### src/rtl/gpio_irq_pkg.sv
package gpio_irq_pkg;
  localparam int DATA_W    = 32;
  localparam int ADDR_W    = 4;
  localparam int IDX_W     = 8;
  localparam int FLT_W     = 4;
  localparam int FLT_MAX   = 7;
  localparam int BOTH_OFS  = 8;
  localparam int LOW_OFS   = 16;

  localparam logic [ADDR_W-1:0] ADDR_CTL  = 4'h0;
  localparam logic [ADDR_W-1:0] ADDR_SEL0 = 4'h4;
  localparam logic [ADDR_W-1:0] ADDR_SEL1 = 4'h8;
  localparam logic [ADDR_W-1:0] ADDR_FLT  = 4'hC;

  localparam logic [DATA_W-1:0] CTL_MASK = 32'h00FF_FFFF;

  typedef struct packed {
    logic             edge_en;
    logic             act_low;
    logic             both;
    logic [FLT_W-1:0] flt;
    logic [IDX_W-1:0] idx;
  } chan_cfg_t;
endpackage

### src/rtl/gpio_irq_regs.sv
module gpio_irq_regs
  import gpio_irq_pkg::*;
(
  input  logic              clk,
  input  logic              rst,
  input  logic              we,
  input  logic [ADDR_W-1:0] addr,
  input  logic [DATA_W-1:0] wdata,
  output logic [DATA_W-1:0] rdata,
  output logic [DATA_W-1:0] ctl_q,
  output logic [DATA_W-1:0] sel_lo_q,
  output logic [DATA_W-1:0] sel_hi_q,
  output logic [DATA_W-1:0] flt_q
);
  always_ff @(posedge clk) begin
    if (rst) begin
      ctl_q    <= '0;
      sel_lo_q <= '0;
      sel_hi_q <= '0;
      flt_q    <= '0;
    end else if (we) begin
      case (addr)
        ADDR_CTL:  ctl_q    <= wdata & CTL_MASK;
        ADDR_SEL0: sel_lo_q <= wdata;
        ADDR_SEL1: sel_hi_q <= wdata;
        ADDR_FLT:  flt_q    <= wdata;
        default: ;
      endcase
    end
  end

  always_ff @(posedge clk) begin
    if (rst) begin
      rdata <= '0;
    end else begin
      case (addr)
        ADDR_CTL:  rdata <= ctl_q;
        ADDR_SEL0: rdata <= sel_lo_q;
        ADDR_SEL1: rdata <= sel_hi_q;
        ADDR_FLT:  rdata <= flt_q;
        default:   rdata <= '0;
      endcase
    end
  end
endmodule

### src/rtl/gpio_irq_filter.sv
module gpio_irq_filter #(
  parameter int CNT_W = 3
) (
  input  logic             clk,
  input  logic             rst,
  input  logic             din,
  input  logic [CNT_W-1:0] limit,
  output logic             dout
);
  logic [CNT_W-1:0] run_cnt;
  logic [CNT_W:0]   run_nxt;

  assign run_nxt = {1'b0, run_cnt} + 1'b1;

  always_ff @(posedge clk) begin
    if (rst) begin
      dout    <= 1'b0;
      run_cnt <= '0;
    end else if (din == dout) begin
      run_cnt <= '0;
    end else if ((limit == '0) || (run_nxt >= {1'b0, limit})) begin
      dout    <= din;
      run_cnt <= '0;
    end else begin
      run_cnt <= run_nxt[CNT_W-1:0];
    end
  end
endmodule

### src/rtl/gpio_irq_chan.sv
module gpio_irq_chan
  import gpio_irq_pkg::*;
#(
  parameter int NUM_PINS = 100
) (
  input  logic                clk,
  input  logic                rst,
  input  logic [NUM_PINS-1:0] pins,
  input  chan_cfg_t           cfg,
  output logic                irq
);
  localparam int SPAN  = 1 << IDX_W;
  localparam int CNT_W = $clog2(FLT_MAX + 1);

  logic [SPAN-1:0]  pin_span;
  logic             idx_ok;
  logic             pick;
  logic             sync_a, sync_b;
  logic             clean, clean_d;
  logic [CNT_W-1:0] lim;
  logic             hit;

  assign pin_span = SPAN'(pins);
  assign idx_ok   = 32'(cfg.idx) < NUM_PINS;
  assign pick     = idx_ok & pin_span[cfg.idx];
  assign lim      = (cfg.flt > FLT_W'(FLT_MAX)) ? CNT_W'(FLT_MAX) : cfg.flt[CNT_W-1:0];

  always_ff @(posedge clk) begin
    if (rst) begin
      sync_a <= 1'b0;
      sync_b <= 1'b0;
    end else begin
      sync_a <= pick;
      sync_b <= sync_a;
    end
  end

  gpio_irq_filter #(.CNT_W(CNT_W)) filt_i (
    .clk  (clk),
    .rst  (rst),
    .din  (sync_b),
    .limit(lim),
    .dout (clean)
  );

  always_comb begin
    if (cfg.both)
      hit = clean ^ clean_d;
    else if (cfg.edge_en)
      hit = cfg.act_low ? (clean_d & ~clean) : (~clean_d & clean);
    else
      hit = clean ^ cfg.act_low;
  end

  always_ff @(posedge clk) begin
    if (rst) begin
      clean_d <= 1'b0;
      irq     <= 1'b0;
    end else begin
      clean_d <= clean;
      irq     <= idx_ok & hit;
    end
  end
endmodule

### src/rtl/gpio_irq_mux.sv
module gpio_irq_mux
  import gpio_irq_pkg::*;
#(
  parameter int NUM_PINS = 100,
  parameter int NUM_CH   = 8
) (
  input  logic                clk,
  input  logic                rst,
  input  logic [NUM_PINS-1:0] pin_in,
  input  logic                reg_we,
  input  logic [ADDR_W-1:0]   reg_addr,
  input  logic [DATA_W-1:0]   reg_wdata,
  output logic [DATA_W-1:0]   reg_rdata,
  output logic [NUM_CH-1:0]   irq_out
);
  localparam int CPW = DATA_W / IDX_W;

  logic [DATA_W-1:0] ctl_q, sel_lo_q, sel_hi_q, flt_q;

  gpio_irq_regs regs_i (
    .clk     (clk),
    .rst     (rst),
    .we      (reg_we),
    .addr    (reg_addr),
    .wdata   (reg_wdata),
    .rdata   (reg_rdata),
    .ctl_q   (ctl_q),
    .sel_lo_q(sel_lo_q),
    .sel_hi_q(sel_hi_q),
    .flt_q   (flt_q)
  );

  for (genvar c = 0; c < NUM_CH; c++) begin : g_ch
    chan_cfg_t cfg;
    if (c < CPW) begin : g_lo
      assign cfg.idx = sel_lo_q[(c % CPW)*IDX_W +: IDX_W];
    end else begin : g_hi
      assign cfg.idx = sel_hi_q[(c % CPW)*IDX_W +: IDX_W];
    end
    assign cfg.edge_en = ctl_q[c];
    assign cfg.both    = ctl_q[BOTH_OFS + c];
    assign cfg.act_low = ctl_q[LOW_OFS + c];
    assign cfg.flt     = flt_q[c*FLT_W +: FLT_W];

    gpio_irq_chan #(.NUM_PINS(NUM_PINS)) chan_i (
      .clk (clk),
      .rst (rst),
      .pins(pin_in),
      .cfg (cfg),
      .irq (irq_out[c])
    );
  end
endmodule

### config.mk
export PLATFORM = sky130hd
export DESIGN_NAME = gpio_irq_mux
export DESIGN_NICKNAME = d
export VERILOG_FILES = /design/src/rtl/gpio_irq_pkg.sv /design/src/rtl/gpio_irq_regs.sv /design/src/rtl/gpio_irq_filter.sv /design/src/rtl/gpio_irq_chan.sv /design/src/rtl/gpio_irq_mux.sv
export SDC_FILE = /design/constraint.sdc
export NUM_CORES = 1
export LEC_CHECK = 0
export BUFFER_PORTS_ARGS = -buffer_cell sky130_fd_sc_hd__buf_2
export CAP_MARGIN = 20
export CORE_AREA = 5 5 258 260
export DETAILED_ROUTE_END_ITERATION = 10
export DIE_AREA = 0 0 263 265
export PLACE_DENSITY_LB_ADDON = 0.08
export SLEW_MARGIN = 20
export SYNTH_ARGS = -nofsm -noshare
export SYNTH_HDL_FRONTEND = slang
export SYNTH_SLANG_ARGS = --single-unit
### constraint.sdc
create_clock -name clk -period 2.3 [get_ports clk]
set_input_delay 0.46 -clock clk [delete_from_list [all_inputs] [get_ports clk]]
set_output_delay 0.46 -clock clk [all_outputs]
set_load 0.02 [all_outputs]
# Word-level counts from Yosys, hierarchy flattened
# Index checks and enable logic that the tools add are counted.
# word_totals
input_bits	139
wordCells	262
output_inout_bits	40
ff_bits	216
# classes
eq_ne	11
reduce_logical	37
magnitude_cmp	32
add_sub_neg	8
bitwise_logic	72
n_mux	49
# op_table
op	count
$pmux W32 S4	1
$lt A8 B9 Y1 const B	8
$bmux W1 S8	8
$lt A8 B7 Y1 const B	8
$add A3 B1 Y4 const B	8
$and A1 B1 Y1	32
$ge A4 B3 Y1	8
$gt A4 B3 Y1 const B	8
$mux W1	32
$logic_not A3 Y1	8
$mux W3	8
$not A1 Y1	24
$reduce_and A2 Y1	12
$reduce_or A3 Y1	8
$xor A1 B1 Y1	16
$eq A1 B1 Y1	8
$eq A4 B4 Y1 const B	2
$logic_or A1 B1 Y1	8
$eq A4 B3 Y1 const B	1
$logic_not A4 Y1	1

# Logic depth before layout (Yosys ltp)
# Gate-level depths: netlist of run 1.
# logic_depth
word_depth	6
ltp_mapped	9
ltp_nobuf	8

# Cells and area by module
# A second synthesis of run 1 with hierarchy kept.
# unflattened
hier_cells	1636
hier_area_um2	17809.6
# by_module_without_submodules
mod	n_inst	cells_each	area_each_um2	seq_area_each_um2
gpio_irq_chan	8	100	1143.6	80.1
gpio_irq_regs	1	612	6558.8	3042.9
gpio_irq_filter	8	28	262.8	80.1

# Worst setup path before layout of run 1
# Ideal clock, no wire load.
# synth_timing
path_kind	register to register
startpoint	register regs_i.sel_lo_q[8]
endpoint	register g_ch[1].chan_i.sync_a
stages_incl_launch_ff	6
t_required_ns	2.178
synth_period_minus_slack_ns	2.025
setup_ns	0.122
arrival_time_ns	1.904
n_path_buf	1
path_slack_ns	0.275
path_cell_list	dfxtp_1 -> buf_6 -> mux4_1 -> mux4_2 -> and3_1 -> o32a_1
# synth_via
elab_chain_cells	3
word_cells_on_any_way	4
cone_classes	order compare (1); mux (2); bitwise (1)
# synth_rtl
element	line	rtl
start, declared	gpio_irq_regs.sv:11	output logic [DATA_W-1:0] sel_lo_q,
start signal, assigned	gpio_irq_regs.sv:24	ADDR_SEL0: sel_lo_q <= wdata;
$bmux W1 S8	gpio_irq_chan.sv:25	assign pick = idx_ok & pin_span[cfg.idx];
$mux W1 (not written as such)	gpio_irq_chan.sv:25	
$and A1 B1 Y1 (*)	gpio_irq_chan.sv:25	
end signal, assigned	gpio_irq_chan.sv:33	sync_a <= pick;
end, declared	gpio_irq_chan.sv:18	logic sync_a, sync_b;
# Mark *: on every way between the ends. The rest lies on a longest branch, timed or not. The select of a mux whose other input is x is not followed.
# A chain may end at the register's enable or synchronous reset.

# Final worst setup path of run 1
# Ends and elaborated chain as after synthesis.

==> results of run 1 <==
## layout make-up
class                      count  area, sq um  area share (%)
sequential                   216         4342           22.34
timing repair buffer         330         2351           12.10
multi-input combinational   1261        10580           54.45
tap                          855         1070           5.504
inverter                      54        202.7           1.043
clock buffer                  42        822.0           4.229
antenna                        2        5.005         0.02575
clock inverter                 6        61.31          0.3154
## kinds of logic after synthesis
| kind of cell | count (synthesis) | share of synthesized area [%] |
|---|---|---|
| multiplexers | 261 | 30.80 |
| adder cells (fa/ha/maj) | 48 | 3.813 |
| AND/OR/NAND/NOR | 532 | 15.20 |
| AO/OA/AOI/OAI | 402 | 16.06 |
| XOR/XNOR | 18 | 1.001 |
| buffers and inverters | 207 | 5.671 |
| flip-flops | 216 | 27.45 |
## state kept, by name (all words and copies together) (netlist names)
register and cells:
regs_i.flt_q 32, g_ch.chan_i.clean_d 8, regs_i.sel_lo_q 32, g_ch.chan_i.sync_b 8
regs_i.ctl_q 24, regs_i.rdata 32, g_ch.chan_i.sync_a 8, regs_i.sel_hi_q 32
g_ch.chan_i.filt_i.dout 8, g_ch.chan_i.irq 8, g_ch.chan_i.filt_i.run_cnt 24
## what timing repair did
action / CTS / global route
setup buffers: 0 / 0
cloned: 0 / 0
endpoints found under the setup margin: 1 / 4
pin swaps: 0 / 1
resized for setup: 1 / 4
## routing by layer
layer | track usage [%] | part of all wire [%] | vias up
li1 | - | - | 6768
met1 | 30.60 | 45 | 7726
met2 | 33.94 | 45 | 698
met3 | 3.824 | 6.9 | 127
met4 | 7.999 | 3.8 | 0
met5 | 0 | 0 | -
## stage by stage
step / hold WS, ns / utilization, % / setup slack [ns]
after floorplan: 0.4138 / - / 0.2746
after global placement: 0.4543 / 29.01 / -0.01298
after detailed placement: 0.4558 / 29.01 / -0.0006675
after CTS: 0.1619 / 30.40 / 0.08394
after global routing: 0.1893 / 30.42 / -0.01178
final: 0.1870 / 30.43 / 0.08338
## how the worst min path moves through the flow
stage                                           from                               end  slack, ns  cells after the start
floorplan                      g_ch[0].chan_i.sync_a             g_ch[0].chan_i.sync_b       0.41                      1
global placement    g_ch[5].chan_i.filt_i.run_cnt[0]  g_ch[5].chan_i.filt_i.run_cnt[0]       0.45                      1
detailed placement  g_ch[7].chan_i.filt_i.run_cnt[0]  g_ch[7].chan_i.filt_i.run_cnt[0]       0.46                      1
CTS                                    reg_wdata[31]                  regs_i.flt_q[31]       0.16                      3
global route                           reg_wdata[26]                  regs_i.flt_q[26]       0.19                      3
finish                                 reg_wdata[31]                  regs_i.flt_q[31]       0.19                      3
## power groups by stage
stage	combinational (mW)	clock, mW	sequential (mW)
floorplan	0.730	0	3.92
global placement	1.57	0	3.98
detailed placement	1.57	0	3.98
CTS	1.58	4.43	3.89
global route	1.67	4.57	3.90
finish	1.60	4.29	3.89
## placed cells by master (no fill, tap or decap), drive strengths merged, types with 34 or more instances in the layout
cell and n:
a21oi 191, buf 330, mux4 177, a211oi 34
mux2i 79, nand2 279, clkbuf 42, ha 48
dfxtp 216, nor2 94, nor2b 38, inv 54
a22oi 60
## worst reg2reg max path: cells and delay by family, from the launching register on
kind,cells,cell delay [ns]
compound gates,1,0.32
mux,2,1.12
simple gates,1,0.20
flops,1,0.47
==> impl_metrics.csv, run 1 <==
group,metric,value,unit
run_status,status,"completed",
route,wl,79150,um
critical_path,crit_family,"multiplexers",
critical_path,critPathLaunchType,"register",
synthesis,synth-seq-cells,216,
floorplanning,core_area,63880,sq um
synthesis,yosysWarnings,0,
grt,grt_usage,21.84,%
critical_path,path_cells,"mux4_1 -> mux4_2 -> and3_1 -> o32a_1",
power_and_ir_drop,pwr-share-clk,43.9,%
grt,overflow,0,
sta,fin_worst_skew,0.02356,ns
clock_network,cts_root_buf,"clkbuf_16",
floorplanning,rows,93,
route,drtIter0Drc,1467,
grt,grt_pass1_vias,15370,
sta,finalCritPeriodShare,96.37,%
hold_path,hold_class,"input pin to register",
power_and_ir_drop,vdd_drop_max,0.4758,mV
finish,final_cells,2766,
power_and_ir_drop,p_leak,6.637,nW
route,wl_per_cell,28.62,um
floorplanning,initial_utilization,24.66,%
clock_network,clk_latency,0.55,ns
finish,final_layout_size_suffix_gt1_share,30.12,%
placement,place.gp.congestion,0.9264,
power_and_ir_drop,combPwrFrac,16.3,%
power_and_ir_drop,power_switching,2.772,mW
synthesis,synth_flop_cell,"dfxtp_1",
critical_path,rrSetupSlack,0.08,ns
job,maxCapViolations,0,
sta,rsz0062_at_grt,"true",
synthesis,syn-mean-instance-area,9.354,sq um
floorplanning,die_area,69700,sq um
floorplanning,dieHeight,265,um
route,drtPass1Iterations,5,
synthesis,synth.area.top_cells,"dfxtp_1 27%, mux4_2 25%, nand2_1 6.6%",
power_and_ir_drop,pwr-share-seq,39.8,%
critical_path,worstRegToRegCells,4,
critical_path,setup.worst_path.start,"regs_i.sel_lo_q[8]",
synthesis,ys_seq_area_share,27.45,%
grt,grt_pass1_wl,113900,um
power_and_ir_drop,intPower,7.010,mW
power_and_ir_drop,power_density,503.2,nW/um^2
finish,area_delta_synth_final,23.39,%
sta,slew_headroom,54.09,%
clock_network,cts_made_buffers,27,
floorplanning,die_w,263,um
sta,hold_viol_final,0,
power_and_ir_drop,switching_share,28.33,%
placement,numPortBuffers,178,
critical_path,r2r_start,"regs_i.sel_lo_q[8]",
critical_path,crit_path_end_kind,"register",
clock_network,cts_tree,"yes",
critical_path,slowest_delay,0.61,ns
synthesis,yosys.area.top_type,"dfxtp_1",
synthesis,synth.cell_area,15750,sq um
synthesis,synth.most_common_cell,"nand2_1",
placement,placedCellCount,2716,
critical_path,cp.depth,4,
sta,tns,0,ns
critical_path,path_class,"register to register",
synthesis,netlist.area_leader.share,27.45,%
synthesis,ys_types,54,
sta,max_freq,451.1,MHz
synthesis,synth_nets,1871,
clock_network,htreeDepth,1,
placement,dpl.hpwl,59980,um
critical_path,cp.buffers_inverters,0,
critical_path,cp.required,2.74,ns
finish,fin_nets,2077,
critical_path,endpoint,"g_ch[1].chan_i.sync_a",
route,drc,0,
floorplanning,ios,179,
sta,period_minus_slack,2.217,ns
critical_path,crit_fanout,10,
grt,grt_max_degree,55,
synthesis,synthTopCellsByCount,"279 x nand2_1, 216 x dfxtp_1, 191 x a21oi_1",
clock_network,cts_max_path_buffers,3,
route,vias,15320,
route,ant_nets,0,
finish,fin_area,19440,sq um
placement,dpl_cell_area,18530,sq um
critical_path,reg2reg_to,"g_ch[1].chan_i.sync_a",
grt,antenna_found_initial,2,
synthesis,async_reset_ff_share,0,%
synthesis,synth_edf_count,0,
clock_network,hold_buffers,0,
sta,setup_viol,0,
finish,fillCellCount,6769,
clock_network,clock-sinks,216,
synthesis,synth_cells,1684,
route,via_per_inst,5.538,
critical_path,cp_slowest_cell,"mux4_1",
sta,tightest_slew,0.6834,ns
sta,slew_violations,0,
clock_network,clk_pin_slew,0.08,ns
power_and_ir_drop,total_power,9.781,mW
critical_path,cp.arrival,2.66,ns
Note: power is estimated with default switching activity, not from simulation.
==> run 2, diff against run 1 <==
--- a/config.mk
+++ b/config.mk
@@ -10,2 +10,4 @@
 export CORE_AREA = 5 5 258 260
+export CTS_BUF_LIST = sky130_fd_sc_hd__clkbuf_4 sky130_fd_sc_hd__clkbuf_8
+export CTS_CLUSTER_SIZE = 10
 export DETAILED_ROUTE_END_ITERATION = 10
==> constraint.sdc (replaced) <==
create_clock -name clk -period 2.3 [get_ports clk]
set_input_delay 0.115 -clock clk [delete_from_list [all_inputs] [get_ports clk]]
set_output_delay 0.115 -clock clk [all_outputs]
set_load 0.02 [all_outputs]
==> impl_metrics.csv, run 2 (same netlist as run 1, synthesis figures left out) <==
group,metric,value,unit
finish,multi_input_area,10580,sq um
hold_path,hold_class,"input pin to register",
grt,grt_pass1_wl,115500,um
critical_path,crit_fanout,13,
grt,antenna_found_initial,3,
power_and_ir_drop,intPower,7.061,mW
clock_network,cts_made_buffers,43,
route,drt-met1-wl,35910,um
route,drc,0,
job,maxCapViolations,0,
clock_network,cts_setup_buffers,0,
finish,fillCellCount,6681,
route,ant_nets,0,
route,drtIter0Drc,1575,
finish,fin_nets,2087,
finish,fin_area,19460,sq um
route,wl_met2,36250,um
power_and_ir_drop,pwr-share-clk,44.5,%
route,wl_met3,6483,um
power_and_ir_drop,p_leak,6.626,nW
route,wl,81360,um
floorplanning,ios,179,
placement,dpl.hpwl,59470,um
grt,overflow,0,
floorplanning,core_area,63880,sq um
grt,grt_max_degree,52,
power_and_ir_drop,switching_share,29.09,%
route,wl_per_cell,29.18,um
power_and_ir_drop,power_switching,2.897,mW
sta,fin_worst_skew,0.02676,ns
sta,rsz0062_at_grt,"false",
grt,grt_usage,22.40,%
sta,slew_headroom,57.23,%
placement,place.gp.congestion,0.8970,
route,highest_layer,"met5",
critical_path,critPathLaunchType,"register",
clock_network,cts_tree,"yes",
placement,numPortBuffers,178,
critical_path,path_class,"register to register",
critical_path,cp.arrival,2.69,ns
power_and_ir_drop,power_density,511.7,nW/um^2
finish,register_area,4338,sq um
run_status,status,"completed",
finish,final_core_util,30.47,%
power_and_ir_drop,vdd_drop_max,0.2648,mV
route,vias,15680,
finish,mostFrequentLayoutCell,"nand2_1",
sta,finalCritPeriodShare,95.21,%
clock_network,clk_latency,0.62,ns
clock_network,cts_max_path_buffers,3,
finish,mostFrequentLayoutCells,"279 x nand2_1, 207 x dfxtp_1, 191 x a21oi_1",
route,via_per_inst,5.622,
grt,grt_pass1_vias,15350,
clock_network,clock-sinks,216,
sta,setup_viol,0,
sta,hold_viol_final,0,
power_and_ir_drop,pwr-share-seq,39.1,%
clock_network,clk_pin_slew,0.06,ns
floorplanning,initial_utilization,24.66,%
sta,max_freq,456.6,MHz
floorplanning,dieHeight,265,um
sta,tns,0,ns
finish,final_layout_size_suffix_gt1_share,29.50,%
critical_path,crit_path_end_kind,"register",
floorplanning,die_area,69700,sq um
clock_network,htreeDepth,2,
floorplanning,rows,93,
route,drtPass1Iterations,6,
floorplanning,die_w,263,um
power_and_ir_drop,combPwrFrac,16.4,%
power_and_ir_drop,total_power,9.959,mW
sta,period_minus_slack,2.190,ns
finish,area_delta_synth_final,23.56,%
sta,timing.hold.ws,0.1131,ns
clock_network,cts_root_buf,"clkbuf_8",
sta,tightest_slew,0.6407,ns
critical_path,cp.required,2.80,ns
sta,slew_violations,0,
placement,dpl_cell_area,18160,sq um
run 2: worst paths after layout:
path	depth (start not counted)	from	slack (ns)	endpoint
worst max-delay path	4	regs_i.sel_lo_q[8]	0.11	g_ch[1].chan_i.sync_a
worst min-delay path	5	reg_addr[3]	0.11	regs_i.rdata[29]
worst max register to register	4	regs_i.sel_lo_q[8]	0.11	g_ch[1].chan_i.sync_a
worst min register to register	1	g_ch[5].chan_i.sync_a	0.45	g_ch[5].chan_i.sync_b
run 2: power by group through the flow:
stage	sequential, mW	combinational (mW)	clock [mW]
final	3.89	1.64	4.43
after global routing	3.90	1.70	4.74
after CTS	3.89	1.61	4.61
after detailed placement	3.97	1.56	0
after global placement	3.97	1.56	0
after floorplan	3.92	0.730	0
run 2: cell type report:
type,count,share of cell area (%)
Multi-Input combinational cell,1261,54.34
Timing Repair Buffer,324,11.90
Antenna cell,1,0.01286
Clock buffer,71,4.474
Tap cell,855,5.496
Sequential cell,216,22.29
Inverter,54,1.041
Clock inverter,6,0.4500
run 2: layer usage:
metal / vias up / GRT usage [%]
met5: - / 0.6757
li1: 6778 / -
met3: 143 / 4.548
met2: 799 / 34.70
met1: 7951 / 31.35
met4: 4 / 7.465
run 2: stage by stage:
step	cells	setup WS, ns
2_1_floorplan	1684	0.2746
3_3_place_gp	2676	0.04958
3_5_place_dp	2676	0.01222
4_1_cts	2787	0.1144
5_1_grt	2788	0.01507
6_report	2788	0.1101
run 2: what timing repair did:
item / 4_1_cts / 5_1_grt
endpoints found under the hold margin: 124 / 0
endpoints found under the setup margin: 1 / 1
hold buffers: 34 / 0
resized for setup: 1 / 1
run 2: worst max-delay path, cell delays in order, from the launching register on:
cell and delay, ns:
dfxtp_4 0.48, mux4_1 0.59, mux4_2 0.49, and3_1 0.20, o32a_1 0.32
